### src/rtl/seg_chk_pkg.sv
package seg_chk_pkg;
   typedef enum logic [1:0] {
      ACC_READ   = 2'd0,
      ACC_WRITE  = 2'd1,
      ACC_EXEC   = 2'd2,
      ACC_FARJMP = 2'd3
   } acc_kind_e;

   typedef enum logic [2:0] {
      FLT_NONE      = 3'd0,
      FLT_ABSENT    = 3'd1,
      FLT_MALFORMED = 3'd2,
      FLT_TYPE      = 3'd3,
      FLT_PRIV      = 3'd4,
      FLT_LIMIT     = 3'd5
   } fault_e;

   // attribute byte bit positions
   localparam int AB_PRESENT  = 7;
   localparam int AB_LVL_HI   = 6;
   localparam int AB_LVL_LO   = 5;
   localparam int AB_SEGMENT  = 4;
   localparam int AB_CODE     = 3;
   localparam int AB_DIRCONF  = 2;
   localparam int AB_RDWR     = 1;
   localparam int AB_ACCESSED = 0;
endpackage

### src/rtl/seg_limit_unit.sv
module seg_limit_unit #(
   parameter int ADDR_W     = 32,
   parameter int LIM_W      = 20,
   parameter int GRAN_SHIFT = 12,
   parameter int LEN_W      = 3,
   parameter int SMALL_W    = 16
) (
   input  logic [LIM_W-1:0]  limit,
   input  logic              gran,
   input  logic              size32,
   input  logic              expand_down,
   input  logic [ADDR_W-1:0] offset,
   input  logic [LEN_W-1:0]  len,
   output logic              in_bounds
);
   localparam int EXT_W    = ADDR_W + 1;
   localparam int SCALED_W = LIM_W + GRAN_SHIFT;

   if (ADDR_W < SCALED_W) begin : g_bad_scale
      $error("seg_limit_unit: ADDR_W too small for scaled limit");
   end
   if (SMALL_W > ADDR_W) begin : g_bad_small
      $error("seg_limit_unit: SMALL_W exceeds ADDR_W");
   end

   logic [ADDR_W-1:0] eff_lim;
   logic [EXT_W-1:0]  last_byte;
   logic [EXT_W-1:0]  upper;
   logic              up_ok;
   logic              dn_ok;

   always_comb begin
      eff_lim = '0;
      if (gran) eff_lim[SCALED_W-1:0] = {limit, {GRAN_SHIFT{1'b1}}};
      else      eff_lim[LIM_W-1:0]    = limit;
   end

   assign last_byte = {1'b0, offset} + EXT_W'(len);
   assign upper     = size32 ? {1'b0, {ADDR_W{1'b1}}} : EXT_W'({SMALL_W{1'b1}});
   assign up_ok     = last_byte <= {1'b0, eff_lim};
   assign dn_ok     = (offset > eff_lim) && (last_byte <= upper);
   assign in_bounds = expand_down ? dn_ok : up_ok;
endmodule

### src/rtl/seg_rights_unit.sv
module seg_rights_unit
   import seg_chk_pkg::*;
(
   input  logic [6:1] attr,
   input  logic       long_code,
   input  logic       size32,
   input  logic [1:0] cpl,
   input  logic [1:0] kind,
   output logic       malformed,
   output logic       type_bad,
   output logic       priv_bad,
   output logic       expand_down,
   output logic [1:0] new_cpl
);
   logic       seg, code, dc, rw;
   logic [1:0] dpl;
   logic       is_data;

   assign seg     = attr[AB_SEGMENT];
   assign code    = attr[AB_CODE];
   assign dc      = attr[AB_DIRCONF];
   assign rw      = attr[AB_RDWR];
   assign dpl     = attr[AB_LVL_HI:AB_LVL_LO];
   assign is_data = seg & ~code;

   assign malformed   = long_code & (size32 | is_data);
   assign expand_down = is_data & dc;

   always_comb begin
      type_bad = 1'b0;
      if (!seg) begin
         type_bad = 1'b1;
      end else if (code) begin
         case (kind)
            ACC_WRITE: type_bad = 1'b1;
            ACC_READ:  type_bad = ~rw;
            default:   type_bad = 1'b0;
         endcase
      end else begin
         case (kind)
            ACC_WRITE: type_bad = ~rw;
            ACC_READ:  type_bad = 1'b0;
            default:   type_bad = 1'b1;
         endcase
      end
   end

   always_comb begin
      priv_bad = 1'b0;
      new_cpl  = cpl;
      if (kind == ACC_FARJMP && seg && code) begin
         if (dc) begin
            priv_bad = cpl < dpl;
         end else begin
            priv_bad = cpl != dpl;
            new_cpl  = dpl;
         end
      end
   end
endmodule

### src/rtl/seg_fault_pick.sv
module seg_fault_pick
   import seg_chk_pkg::*;
(
   input  logic       absent,
   input  logic       malformed,
   input  logic       type_bad,
   input  logic       priv_bad,
   input  logic       limit_bad,
   output logic [2:0] cause,
   output logic       allow
);
   always_comb begin
      if (absent)         cause = FLT_ABSENT;
      else if (malformed) cause = FLT_MALFORMED;
      else if (type_bad)  cause = FLT_TYPE;
      else if (priv_bad)  cause = FLT_PRIV;
      else if (limit_bad) cause = FLT_LIMIT;
      else                cause = FLT_NONE;
   end
   assign allow = ~(absent | malformed | type_bad | priv_bad | limit_bad);
endmodule

### src/rtl/seg_access_check.sv
module seg_access_check
   import seg_chk_pkg::*;
#(
   parameter int ADDR_W     = 32,
   parameter int LIM_W      = 20,
   parameter int GRAN_SHIFT = 12,
   parameter int LEN_W      = 3,
   parameter bit REG_OUT    = 1'b1
) (
   input  logic              clk,
   input  logic              rst_n,
   input  logic              req_valid,
   input  logic [7:0]        acc_byte,
   input  logic              gran,
   input  logic              size32,
   input  logic              long_code,
   input  logic [LIM_W-1:0]  limit,
   input  logic [1:0]        cpl,
   input  logic [1:0]        kind,
   input  logic [ADDR_W-1:0] offset,
   input  logic [LEN_W-1:0]  len,
   output logic              rsp_valid,
   output logic              rsp_allow,
   output logic [2:0]        rsp_cause,
   output logic [1:0]        rsp_new_cpl,
   output logic              rsp_set_acc
);
   if (LEN_W < 1 || LEN_W > 8) begin : g_bad_len
      $error("seg_access_check: LEN_W out of range");
   end

   logic       malformed, type_bad, priv_bad, expand_down, in_bounds;
   logic [1:0] c_cpl;
   logic [2:0] c_cause;
   logic       c_allow, c_set;

   seg_rights_unit u_rights (
      .attr(acc_byte[6:1]), .long_code(long_code), .size32(size32),
      .cpl(cpl), .kind(kind), .malformed(malformed), .type_bad(type_bad),
      .priv_bad(priv_bad), .expand_down(expand_down), .new_cpl(c_cpl)
   );

   seg_limit_unit #(
      .ADDR_W(ADDR_W), .LIM_W(LIM_W), .GRAN_SHIFT(GRAN_SHIFT), .LEN_W(LEN_W)
   ) u_limit (
      .limit(limit), .gran(gran), .size32(size32), .expand_down(expand_down),
      .offset(offset), .len(len), .in_bounds(in_bounds)
   );

   seg_fault_pick u_pick (
      .absent(~acc_byte[AB_PRESENT]), .malformed(malformed), .type_bad(type_bad),
      .priv_bad(priv_bad), .limit_bad(~in_bounds), .cause(c_cause), .allow(c_allow)
   );

   assign c_set = c_allow & ~acc_byte[AB_ACCESSED];

   if (REG_OUT) begin : g_reg
      always_ff @(posedge clk or negedge rst_n) begin
         if (!rst_n) begin
            rsp_valid   <= 1'b0;
            rsp_allow   <= 1'b0;
            rsp_cause   <= 3'd0;
            rsp_new_cpl <= 2'd0;
            rsp_set_acc <= 1'b0;
         end else begin
            rsp_valid <= req_valid;
            if (req_valid) begin
               rsp_allow   <= c_allow;
               rsp_cause   <= c_cause;
               rsp_new_cpl <= c_cpl;
               rsp_set_acc <= c_set;
            end
         end
      end

      p_lat_r12: assert property (@(posedge clk) disable iff (!rst_n)
         rsp_valid |-> $past(req_valid));
      p_lat_back_r12: assert property (@(posedge clk) disable iff (!rst_n)
         $past(req_valid) |-> rsp_valid);
      p_absent_r9: assert property (@(posedge clk) disable iff (!rst_n)
         (rsp_valid && !$past(acc_byte[AB_PRESENT])) |-> rsp_cause == FLT_ABSENT);
      p_code_write_r4: assert property (@(posedge clk) disable iff (!rst_n)
         (rsp_valid && $past(kind == ACC_WRITE && acc_byte[AB_SEGMENT] && acc_byte[AB_CODE]))
         |-> !rsp_allow);
      p_malformed_r8: assert property (@(posedge clk) disable iff (!rst_n)
         (rsp_valid && $past(acc_byte[AB_PRESENT] && long_code && size32))
         |-> rsp_cause == FLT_MALFORMED);
      p_wb_r11: assert property (@(posedge clk) disable iff (!rst_n)
         (rsp_valid && rsp_set_acc) |-> (rsp_allow && !$past(acc_byte[AB_ACCESSED])));
      p_keep_cpl_r7: assert property (@(posedge clk) disable iff (!rst_n)
         (rsp_valid && rsp_allow) |-> rsp_new_cpl == $past(cpl));
   end else begin : g_comb
      assign rsp_valid   = req_valid;
      assign rsp_allow   = c_allow;
      assign rsp_cause   = c_cause;
      assign rsp_new_cpl = c_cpl;
      assign rsp_set_acc = c_set;
   end
endmodule

### config.mk
export PLATFORM = sky130hd
export DESIGN_NAME = seg_access_check
export DESIGN_NICKNAME = d
export VERILOG_FILES = /design/src/rtl/seg_chk_pkg.sv /design/src/rtl/seg_limit_unit.sv /design/src/rtl/seg_rights_unit.sv /design/src/rtl/seg_fault_pick.sv /design/src/rtl/seg_access_check.sv
export SDC_FILE = /design/constraint.sdc
export NUM_CORES = 1
export LEC_CHECK = 0
export BUFFER_PORTS_ARGS = -buffer_cell sky130_fd_sc_hd__clkbuf_2
export CORE_ASPECT_RATIO = 2
export CORE_MARGIN = 5
export CORE_UTILIZATION = 56
export DETAILED_ROUTE_END_ITERATION = 6
export PLACE_DENSITY_LB_ADDON = 0.08
export SLEW_MARGIN = 30
export SYNTH_ARGS = -nofsm -noshare
export SYNTH_HDL_FRONTEND = slang
export SYNTH_SLANG_ARGS = --single-unit
### constraint.sdc
create_clock -name clk -period 1.2 [get_ports clk]
set_input_delay 0.06 -clock clk [delete_from_list [all_inputs] [get_ports clk]]
set_output_delay 0.06 -clock clk [all_outputs]
set_load 0.05 [all_outputs]
* Word-level counts from Yosys, hierarchy flattened
Cells that the tools add are included.
** Cells by class
- Reduce and logical (&&, ||, !) cells :: 4
- Mux-type cells :: 17
- Equality and inequality tests :: 3
- Bitwise logic cells :: 15
- $add $sub $neg :: 1
- Magnitude comparators :: 4
** Operator list (count)
- adder 32 x 3 -> 33 bit :: 1
- less-or-equal comparator 33 x 32 -> 1 bit :: 1
- less-or-equal comparator 33 bit :: 1
- greater-than comparator 32 bit :: 1
- two-way mux 32 bit :: 1
- two-way mux 20 bit :: 1
- two-way mux 3 bit :: 5
- two-way mux 12 bit :: 1
- NOT 1 bit :: 6
- two-way mux 1 bit :: 5
- bitwise OR 1 bit :: 5
- AND 1 bit :: 4
- two-way mux 2 bit :: 2
- one-hot mux 1 bit (2 select lines) :: 2
- logical AND 1 bit :: 3
- equality test 2 x 1 -> 1 bit, second input constant :: 1
- equality test 2 bit, second input constant :: 1
- logical NOT 2 bit :: 1
- < comparator 2 bit :: 1
- != test 2 bit :: 1
** Word-level totals
- Input port bits :: 73
- Word-level logic and storage cells :: 49
- Output and inout bits :: 8
- Flip-flop bits (word level) :: 8

* Longest topological paths before layout
Gate-level depths: netlist of run 1.
- Word-level depth :: 10
- Mapped depth :: 16
- Depth with buffers taken out :: 16

* Cells and area by module
From an unflattened synthesis of run 1, not the netlist that was laid out.
** Second synthesis, totals
- Cell total of the unflattened synthesis :: 402
- Area total of the unflattened synthesis :: 3203.1 sq um
** Modules (own cells, without submodules)
- seg_limit_unit :: cells an instance 352, times used 1, area each 2678.8 sq um
- seg_access_check :: cells an instance 20, times used 1, area each 325.3 sq um
- seg_rights_unit :: cells an instance 21, times used 1, area each 147.6 sq um
- seg_fault_pick :: cells an instance 9, times used 1, area each 51.3 sq um

* Worst setup path before layout of run 1
Ideal clock, no wire load.
- Kind :: input port to flip-flop
- From :: in offset[0]
- To :: reg rsp_set_acc
- Path slack :: -2.089 ns
- Library setup time :: 0.129 ns
- Stages :: 15
- Path buffers :: 0
- Required time :: 1.071 ns
- Data arrival time :: 3.160 ns
- Cell sequence :: ha_1 fa_1 a21o_1 nand3_1 or3_2 nor2_1 nand4_1 xnor2_1 ha_1 nand4_1 or2_2 a2111o_1 o21ai_0 nand2b_1 nand3_1
** On the way
- Word-level cells in the longest chain between the ends :: 8
** Ends and longest elaborated chain
- from (decl) :: RTL line seg_access_check.sv:20 : input logic [ADDR_W-1:0] offset,
- adder 32 x 3 -> 33 bit :: RTL line seg_limit_unit.sv:38 : assign last_byte = {1'b0, offset} + EXT_W'(len);
- less-or-equal comparator 33 bit :: RTL line seg_limit_unit.sv:41 : assign dn_ok = (offset > eff_lim) && (last_byte <= upper);
- logical AND 1 bit :: RTL line seg_limit_unit.sv:41
- two-way mux 1 bit (*) :: RTL line seg_limit_unit.sv:42 : assign in_bounds = expand_down ? dn_ok : up_ok;
- NOT 1 bit (*) :: RTL line seg_access_check.sv:52 : .priv_bad(priv_bad), .limit_bad(~in_bounds), .cause(c_cause), .allow(c_allow)
- bitwise OR 1 bit (*) :: RTL line seg_fault_pick.sv:20 : assign allow = ~(absent | malformed | type_bad | priv_bad | limit_bad);
- NOT 1 bit (*) :: RTL line seg_fault_pick.sv:20
- AND 1 bit (*) :: RTL line seg_access_check.sv:55 : assign c_set = c_allow & ~acc_byte[AB_ACCESSED];
- to (signal assigned) :: RTL line seg_access_check.sv:71 : rsp_set_acc <= c_set;
- to (decl) :: RTL line seg_access_check.sv:26 : output logic rsp_set_acc
Every way passes the cells marked *; elsewhere a longest branch is shown, timed or not.
A chain may end at the register's enable or synchronous reset.

* Final worst setup path of run 1
- From :: in offset[2]
- To :: reg rsp_set_acc
The elaborated chain is that of the path after synthesis.

==> results by group, run 1 <==
Run status
  – Status: finished, violations left
  – Failing checks: negative setup slack

Clock network
  – CTS H-tree depth: 1
  – CTS sink count: 8
  – Clk_lat worst skew: 240 ps
  – CTS Root Cell: clkbuf_16
  – Clock Pin Slew Worst Setup and Hold Paths: 30 ps
  – Clock buffer depth: 2
  – CTS tree: yes
  – Total CTS buffers: 3

STA
  – Worst-Margin Slew: 684 ps
  – Final Hold Fails: 0
  – Max Slew Vio Count: 0
  – Hold_ws: 74.8 ps
  – Post-route clock skew: 0 ps
  – Setup TNS: -8730 ps
  – Fin crit share: 283%
  – FMAX: 0.294 GHz
  – Setup Viol. Count Final: 4
  – Slew HR: 54.2%
  – Final Critical Period: 3400 ps
  – Fin worst setup slack: -2200 ps
  – Unrepaired setup endpoints after global routing: yes

Placement
  – RD Place Congestion: 0.981
  – Detailed Place HPWL: 11400 um
  – IO buf count: 80

Route
  – Routed vias: 4843
  – Total routed wirelength: 17200 um
  – Residual DRC count: 0
  – 1st-iter DRT viols: 528
  – Routed wire per std cell: 24.4 um
  – DRT Pass-1 Iters: 5
  – Final ANT Viol Nets: 0
  – Drt via density: 6.87

Layout
  – P&R area growth vs syn: 60.2%
  – Area of the multi-input gates: 3170 um^2
  – Commonest non-fill, non-tap cell in the layout: buf_4
  – Register area: 200 um^2
  – # diodes: 0
  – Fin nets: 805
  – Final Core Density: 91.9%
  – Most frequent cells in the layout: buf_4, ha_1, clkbuf_2, a21oi_1, nand2_1
  – Layout cells sized above 1: 43.6%
  – Fill cell count: 244

Power and ir drop
  – Sw Pwr: 1.28 mW
  – Int Power: 1.69 mW
  – Share of power burned in registers: 10.1%
  – P_leak: 2.69 nW
  – Comb power frac: 70.4%
  – PD cells: 571 nW/um^2
  – Design Power: 2.97 mW
  – Worst vdd ir: 1120 uV
  – Sw Share: 43.2%
  – Clk network pwr share: 19.5%

Floorplan
  – Core Region: 5660 um^2
  – Io pins: 81
  – Die Area: 7510 um^2
  – Starting Density: 57.4%
  – Vert. Die Dim: 118 um
  – Chip width: 63.8 um
  – Row count: 39

Global routing
  – Overall Global Routing Usage: 41.7%
  – GRT overflow: 0
  – Vias in the first global route: 5087
  – First-pass GRT wire length: 24900 um
  – Initial antenna violation count: 0
  – Largest net degree at the start of global routing: 18

Synth
  – Post-Synthesis Cell Area: 3250 um^2
  – Main synth FF type: dfrtp_1
  – Number of synthesized flops with an enable pin: 0
  – Synthesis-stage register bit count: 8
  – YS warnings: 0
  – Synthesized instance count: 413
  – Seq/Total Area, Yosys: 6.17%
  – Mapped Nets: 572
  – Post-synthesis area per instance: 7.86 um^2
  – Post-synth cell types: 57
  – Asr flop ratio synth: 100%

Run
  – Max-cap violations: 0

Worst setup path
  – Critical-path cell list: clkbuf_2 -> ha_4 -> o211ai_1 -> nor4_4 -> buf_4 -> nand3_1 -> xnor2_1 -> ha_1 -> nand4_1 -> or2_4 -> a2111o_1 -> o21ai_2 -> nand2b_4 -> nand3_1
  – Largest delay share family, worst path: simple AND/OR/NAND/NOR gates
  – Crit end category: flip-flop
  – Flop-to-flop setup slack: -50 ps
  – WP buf/inv: 2
  – CP most frequent cell: nand3_1
  – Setup CP Type: in2reg
  – CP required: 1310 ps
  – CP max-delay cell: a2111o_1
  – CP Launch Type: input port
  – CP Max Fanout: 4
  – Crit-path max cell delay: 430 ps
  – Arrival time worst endpoint: 3500 ps

Hold path
  – Hold WC Path Type: in2reg
[timing repair]
item / in CTS / in global routing
pin swaps: 24 / 15
resized for setup: 27 / 9
hold buffers: 1 / 0
hold endpoints to repair: 8 / 0
buffers inserted: 8 / 4
endpoints found under the setup margin: 4 / 5
[routing by layer]
layer  GRT usage, %  up-vias  share of wire, %
li1               -     2053                 -
met1           37.2     2212                30
met2           74.9      403                51
met3           6.97      175               7.3
met4           37.7        0                12
met5              0        -                 0
[state kept, by name, indices dropped and copies added, names as in the netlist]
register	count
rsp_allow	1
rsp_set_acc	1
rsp_cause	3
rsp_new_cpl	2
rsp_valid	1
[cell type report]
class	instances	area share, %
clock buffers	3	1.44
inverters	18	1.30
multi-input cells	381	60.9
flip-flops and latches	8	3.85
well taps	61	1.47
repair buffers	234	31.0
[final timing paths]
check	end	depth (start not counted)	startpoint
max	rsp_set_acc$_DFFE_PN0P_	14	offset[2]
min in group asynchronous	rsp_cause[2]$_DFFE_PN0P_	2	rst_n
max reg2reg	rsp_cause[0]$_DFFE_PN0P_	4	rsp_cause[0]$_DFFE_PN0P_
min reg2reg	rsp_set_acc$_DFFE_PN0P_	2	rsp_set_acc$_DFFE_PN0P_
max in group asynchronous	rsp_valid$_DFF_PN0_	2	rst_n
min	rsp_valid$_DFF_PN0_	1	req_valid
[through the flow]
stage               std cells  setup WS [ps]  cell area [um^2]
global placement          689          -2220              4790
detailed placement        689          -2330              4790
floorplan                 413          -1860              3290
finish                    705          -2200              5200
global route              705          -2410              5200
CTS                       701          -2010              5130
[power groups by stage]
stage | Sequential (mW) | Combinational, mW | Clock (mW)
floorplan | 0.364 | 0.773 | 0
global placement | 0.300 | 1.69 | 0
detailed placement | 0.301 | 1.77 | 0
CTS | 0.298 | 1.86 | 0.560
global route | 0.301 | 2.20 | 0.595
finish | 0.300 | 2.09 | 0.580
[Yosys cell counts (all sizes together), types with 2 or more instances]
cell type	n	share of area, %
nor2	31	3.6
mux2i	12	3.7
a211oi	8	1.8
a21oi	39	6.1
nor4	8	2.2
nand3	23	3.9
nand2	35	4.0
xor2	9	2.4
buf	2	0.35
ha	85	33
nand4	27	5.7
xnor2	21	5.7
inv	18	2.1
a21boi	2	0.46
dfrtp	8	6.2
nand4b	2	0.54
and2b	3	0.77
or2	2	0.39
o211ai	5	1.2
o21ai	16	2.5
clkbuf	3	0.35
o21a	3	0.69
and3	5	1.0
nor4b	2	0.54
a221oi	3	0.81
a21o	11	2.7
nand2b	6	1.2
nor3	5	0.77
[cells by family (layout without fill, tap and decap cells)]
kind of cell / Yosys count / after routing / share of synthesized area [%]
XOR/XNOR: 30 / 30 / 8.09
AO/OA/AOI/OAI: 96 / 96 / 18.7
adder cells (fa/ha/maj): 87 / 87 / 33.7
multiplexers: 12 / 12 / 3.70
buffers and inverters: 24 / 255 / 3.16
AND/OR/NAND/NOR: 156 / 156 / 26.6
flip-flops: 8 / 8 / 6.17
No activity file was read; power rests on OpenSTA's default activity.
==> inputs of run 2 (changes only) <==
--- a/config.mk
+++ b/config.mk
@@ -5,10 +5,11 @@
 export SDC_FILE = /design/constraint.sdc
 export NUM_CORES = 1
 export LEC_CHECK = 0
+export ABC_AREA = 1
 export BUFFER_PORTS_ARGS = -buffer_cell sky130_fd_sc_hd__clkbuf_2
 export CORE_ASPECT_RATIO = 2
 export CORE_MARGIN = 5
-export CORE_UTILIZATION = 56
+export CORE_UTILIZATION = 57
 export DETAILED_ROUTE_END_ITERATION = 6
 export PLACE_DENSITY_LB_ADDON = 0.08
 export SLEW_MARGIN = 30
==> results by group, run 2 <==
Synth
  – Largest cells by area after synthesis: ha_1, nand2_1, inv_1
  – Asr flop ratio synth: 100%
  – Seq/Total Area, Yosys: 5.67%
  – Post-synth top area share: 30.1%
  – Most frequent cell after synthesis: nand2_1
  – Number of synthesized flops with an enable pin: 0
  – Main synth FF type: dfrtp_1
  – YS warnings: 0
  – Post-synth cell types: 37
  – Post-synthesis area per instance: 6.33 um^2
  – Synthesis-stage register bit count: 8
  – Most frequent cells after synthesis: nand2_1, ha_1, inv_1, nor2_1, a21oi_1
  – Post-Synthesis Cell Area: 3530 um^2
  – Synth area leader: ha_1
  – Mapped Nets: 717
  – Synthesized instance count: 558

Global routing
  – Overall Global Routing Usage: 58.6%
  – Largest net degree at the start of global routing: 17
  – GRT overflow: 1

Placement
  – Detailed Place HPWL: 12300 um
  – RD Place Congestion: 1.10
  – IO buf count: 80

Clock network
  – CTS H-tree depth: 1
  – Total CTS buffers: 3
  – CTS Root Cell: clkbuf_16
  – Clock buffer depth: 2
  – CTS sink count: 8

Run status
  – Run Error: [ERROR GRT-0232] Routing congestion too high. Check the congestion heatmap in the GUI.
  – Stopped at: 5_1_grt
  – Status: did not finish

Floorplan
  – Starting Density: 58.8%
  – Row count: 40
  – Vert. Die Dim: 121 um
  – Chip width: 65.7 um
  – Io pins: 81

STA
  – Worst endpoint type: register data pin
  – Worst endpoint after global-route timing repair: rsp_cause[0]$_DFFE_PN0P_/D
run 2: cells by family after synthesis:
logic type,Yosys count,synth area share (%)
muxes,8,2.27
AOI/OAI and AO/OA,74,12.2
adders and majority gates,86,30.7
and+or+nand+nor,291,36.9
xor gates and xnor gates,18,4.46
buffers and inverters,73,7.76
DFF,8,5.67
run 2: timing repair:
action	in CTS
hold endpoints to repair	10
pin swaps	22
hold buffers	3
setup buffers	7
resized for setup	25
setup endpoints to repair	4
run 2: layer usage:
metal / global-route usage (%) / GRT overflow
met2: 83.3 / 1
met3: 33.8 / 0
met1: 52.5 / 0
met5: 0 / 0
met4: 66.4 / 0
run 2: metrics by stage:
stage | utilization, % | instances | instance area (um^2) | setup WS, ps | TNS (ps)
3_5_place_dp | 83.7 | 822 | 5030 | -2100 | -8220
3_3_place_gp | 83.7 | 822 | 5030 | -1980 | -7710
4_1_cts | 88.8 | 835 | 5340 | -1860 | -7100
2_1_floorplan | - | 558 | 3590 | -1560 | -5970
==> inputs of run 3 (changes only) <==
--- a/config.mk
+++ b/config.mk
@@ -7,11 +7,10 @@
 export LEC_CHECK = 0
 export ABC_AREA = 1
 export BUFFER_PORTS_ARGS = -buffer_cell sky130_fd_sc_hd__clkbuf_2
-export CORE_ASPECT_RATIO = 2
 export CORE_MARGIN = 5
-export CORE_UTILIZATION = 57
+export CORE_UTILIZATION = 40
 export DETAILED_ROUTE_END_ITERATION = 6
-export PLACE_DENSITY_LB_ADDON = 0.08
+export PLACE_DENSITY_LB_ADDON = 0.15
 export SLEW_MARGIN = 30
 export SYNTH_ARGS = -nofsm -noshare
 export SYNTH_HDL_FRONTEND = slang
==> results by group, run 3 <==
Worst setup path
  – Setup CP Type: in2reg
  – Arrival time worst endpoint: 3050 ps
  – CP required: 1310 ps
  – CP Launch Type: input port
  – Crit end category: flip-flop
  – CP Max Fanout: 3

STA
  – Fin crit share: 245%
  – Post-route clock skew: 0 ps
  – Setup Viol. Count Final: 4
  – Max Slew Vio Count: 0
  – FMAX: 0.340 GHz
  – Setup TNS: -6690 ps
  – Unrepaired setup endpoints after global routing: yes
  – Final Hold Fails: 0
  – Final Critical Period: 2940 ps
  – Worst-Margin Slew: 452 ps
  – Fin worst setup slack: -1740 ps
  – Slew HR: 69.6%

Synth
  – Synthesized instance count: 558
  – YS warnings: 0
  – Most frequent cells after synthesis: nand2_1, ha_1, inv_1, nor2_1, a21oi_1
  – Post-Synthesis Cell Area: 3530 um^2
  – Mapped Nets: 717
  – Seq/Total Area, Yosys: 5.67%
  – Most frequent cell after synthesis: nand2_1
  – Main synth FF type: dfrtp_1
  – Post-synth top area share: 30.1%
  – Asr flop ratio synth: 100%
  – Post-synthesis area per instance: 6.33 um^2
  – Synth area leader: ha_1
  – Post-synth cell types: 37
  – Synthesis-stage register bit count: 8
  – Number of synthesized flops with an enable pin: 0
  – Largest cells by area after synthesis: ha_1, nand2_1, inv_1

Power and ir drop
  – Design Power: 2.45 mW
  – Worst vdd ir: 293 uV
  – P_leak: 2.99 nW
  – PD cells: 451 nW/um^2

Route
  – Drt via density: 5.01
  – Post-Route M1 WL: 5840 um
  – Final ANT Viol Nets: 0
  – Routed wire per std cell: 13.7 um
  – Routed vias: 4480
  – Routed wl met2: 5930 um
  – Total routed wirelength: 12300 um
  – DRT Pass-1 Iters: 5
  – WL met3: 467 um
  – Residual DRC count: 0
  – 1st-iter DRT viols: 144
  – Highest metal used: met4

Clock network
  – Clock Pin Slew Worst Setup and Hold Paths: 40 ps
  – CTS H-tree depth: 1
  – CTS sink count: 8
  – CTS tree: yes
  – Clock buffer depth: 2
  – Clk_lat worst skew: 220 ps
  – CTS Root Cell: clkbuf_8
  – Total CTS buffers: 3

Layout
  – Most frequent cells in the layout: buf_4, nand2_1, ha_1, clkbuf_2, inv_1
  – Register area: 200 um^2
  – Commonest non-fill, non-tap cell in the layout: buf_4
  – # diodes: 0
  – Biggest register: rsp_cause
  – Fin nets: 947
  – Layout cells sized above 1: 37.2%
  – Max FFs per register: 3
  – Largest regs: rsp_cause: 3 flops, rsp_new_cpl: 2 flops
  – P&R area growth vs syn: 53.5%
  – Fill cell count: 853
  – Finished Layout Cells: 894
  – Area of the multi-input gates: 3240 um^2
  – Final Core Density: 62.5%

Global routing
  – GRT overflow: 0
  – Overall Global Routing Usage: 22.1%
  – Largest net degree at the start of global routing: 14
  – Vias in the first global route: 4414
  – Initial antenna violation count: 0
  – First-pass GRT wire length: 20400 um

Floorplan
  – Die Area: 10800 um^2
  – Io pins: 81
  – Chip width: 104 um
  – Row count: 34
  – Starting Density: 40.7%
  – Core Region: 8680 um^2
  – Vert. Die Dim: 104 um

Run
  – Max-cap violations: 0

Hold path
  – Hold WC Path Type: in2reg

Placement
  – RD Place Congestion: 0.928
  – Detailed Place HPWL: 11200 um
  – IO buf count: 80
  – Cells after DPL: 884

Run status
  – Status: finished, violations left
  – Failing checks: negative setup slack
==> run 3: cell counts after synthesis <==
No cell type changed its count.
==> run 3: stage by stage <==
step / hold WS, ps / setup WS, ps / instance area (um^2)
5_1_grt: 6.64 / -2030 / 5420
6_report: 3.03 / -1740 / 5420
3_3_place_gp: -91.1 / -1990 / 5180
4_1_cts: 3.89 / -1780 / 5280
2_1_floorplan: -236 / -1560 / 3590
3_5_place_dp: -87.1 / -2070 / 5180
==> run 3: kinds of logic (layout without fill, tap and decap cells) <==
kind of cell | count (synthesis) | after routing | share of synthesized area (%)
multiplexers | 8 | 8 | 2.27
buffers and inverters | 73 | 301 | 7.76
adder cells (fa/ha/maj) | 86 | 86 | 30.7
AND/OR/NAND/NOR | 291 | 291 | 36.9
flip-flops | 8 | 8 | 5.67
AO/OA/AOI/OAI | 74 | 74 | 12.2
XOR/XNOR | 18 | 18 | 4.46
==> run 3: cell type report <==
cell class	count	share of cell area, %
inverter	69	4.78
multi-input combinational	477	59.7
timing repair buffer	229	28.6
sequential	8	3.69
tap	108	2.49
clock buffer	3	0.761
==> run 3: routing by layer <==
metal	vias to the layer above	global-route usage, %
met2	88	38.8
met1	2034	30.4
met5	-	0
met3	4	2.05
li1	2354	-
met4	0	1.76
==> run 3: path summary, 6_finish.rpt <==
check,from,end,slack [ps],cells past startpoint
max,offset[0],rsp_cause[2]$_DFFE_PN0P_,-1740,23
min,req_valid,rsp_valid$_DFF_PN0_,3,1
max reg2reg,rsp_cause[2]$_DFFE_PN0P_,rsp_cause[2]$_DFFE_PN0P_,480,1
min reg2reg,rsp_new_cpl[0]$_DFFE_PN0P_,rsp_new_cpl[0]$_DFFE_PN0P_,480,2
max in group asynchronous,rst_n,rsp_cause[0]$_DFFE_PN0P_,810,2
min in group asynchronous,rst_n,rsp_valid$_DFF_PN0_,220,2
==> run 3: critical path: stages <==
cell and delay [ps]:
buf_8 100, ha_4 150, fa_2 350, nand2_2 110, nand2_4 60, nand3_4 80, nor2_4 40, nand4_1 150
nor2_2 90, buf_4 150, xor2_2 140, buf_4 130, ha_1 300, nand4_1 140, nor2_1 150, nand4_1 130
nor3b_2 170, nand3_1 100, nand2_2 90, nand2_2 60, nand2_2 70, nand2_1 50, a22o_1 170
==> run 3: where the power goes <==
| part | leakage [nW] | switching, mW | internal (mW) |
|---|---|---|---|
| clock | 0.0216 | 0.0962 | 0.216 |
| sequential | 0.0988 | 0.00880 | 0.289 |
| combinational | 2.87 | 0.981 | 0.855 |
| total | 2.99 | 1.09 | 1.36 |
==> run 3: timing repair <==
action,4_1_cts,5_1_grt
hold endpoints to repair,8,0
gates resized for setup,6,25
hold buffers,1,0
buffers inserted,2,4
pin swaps,3,6
setup endpoints to repair,4,4
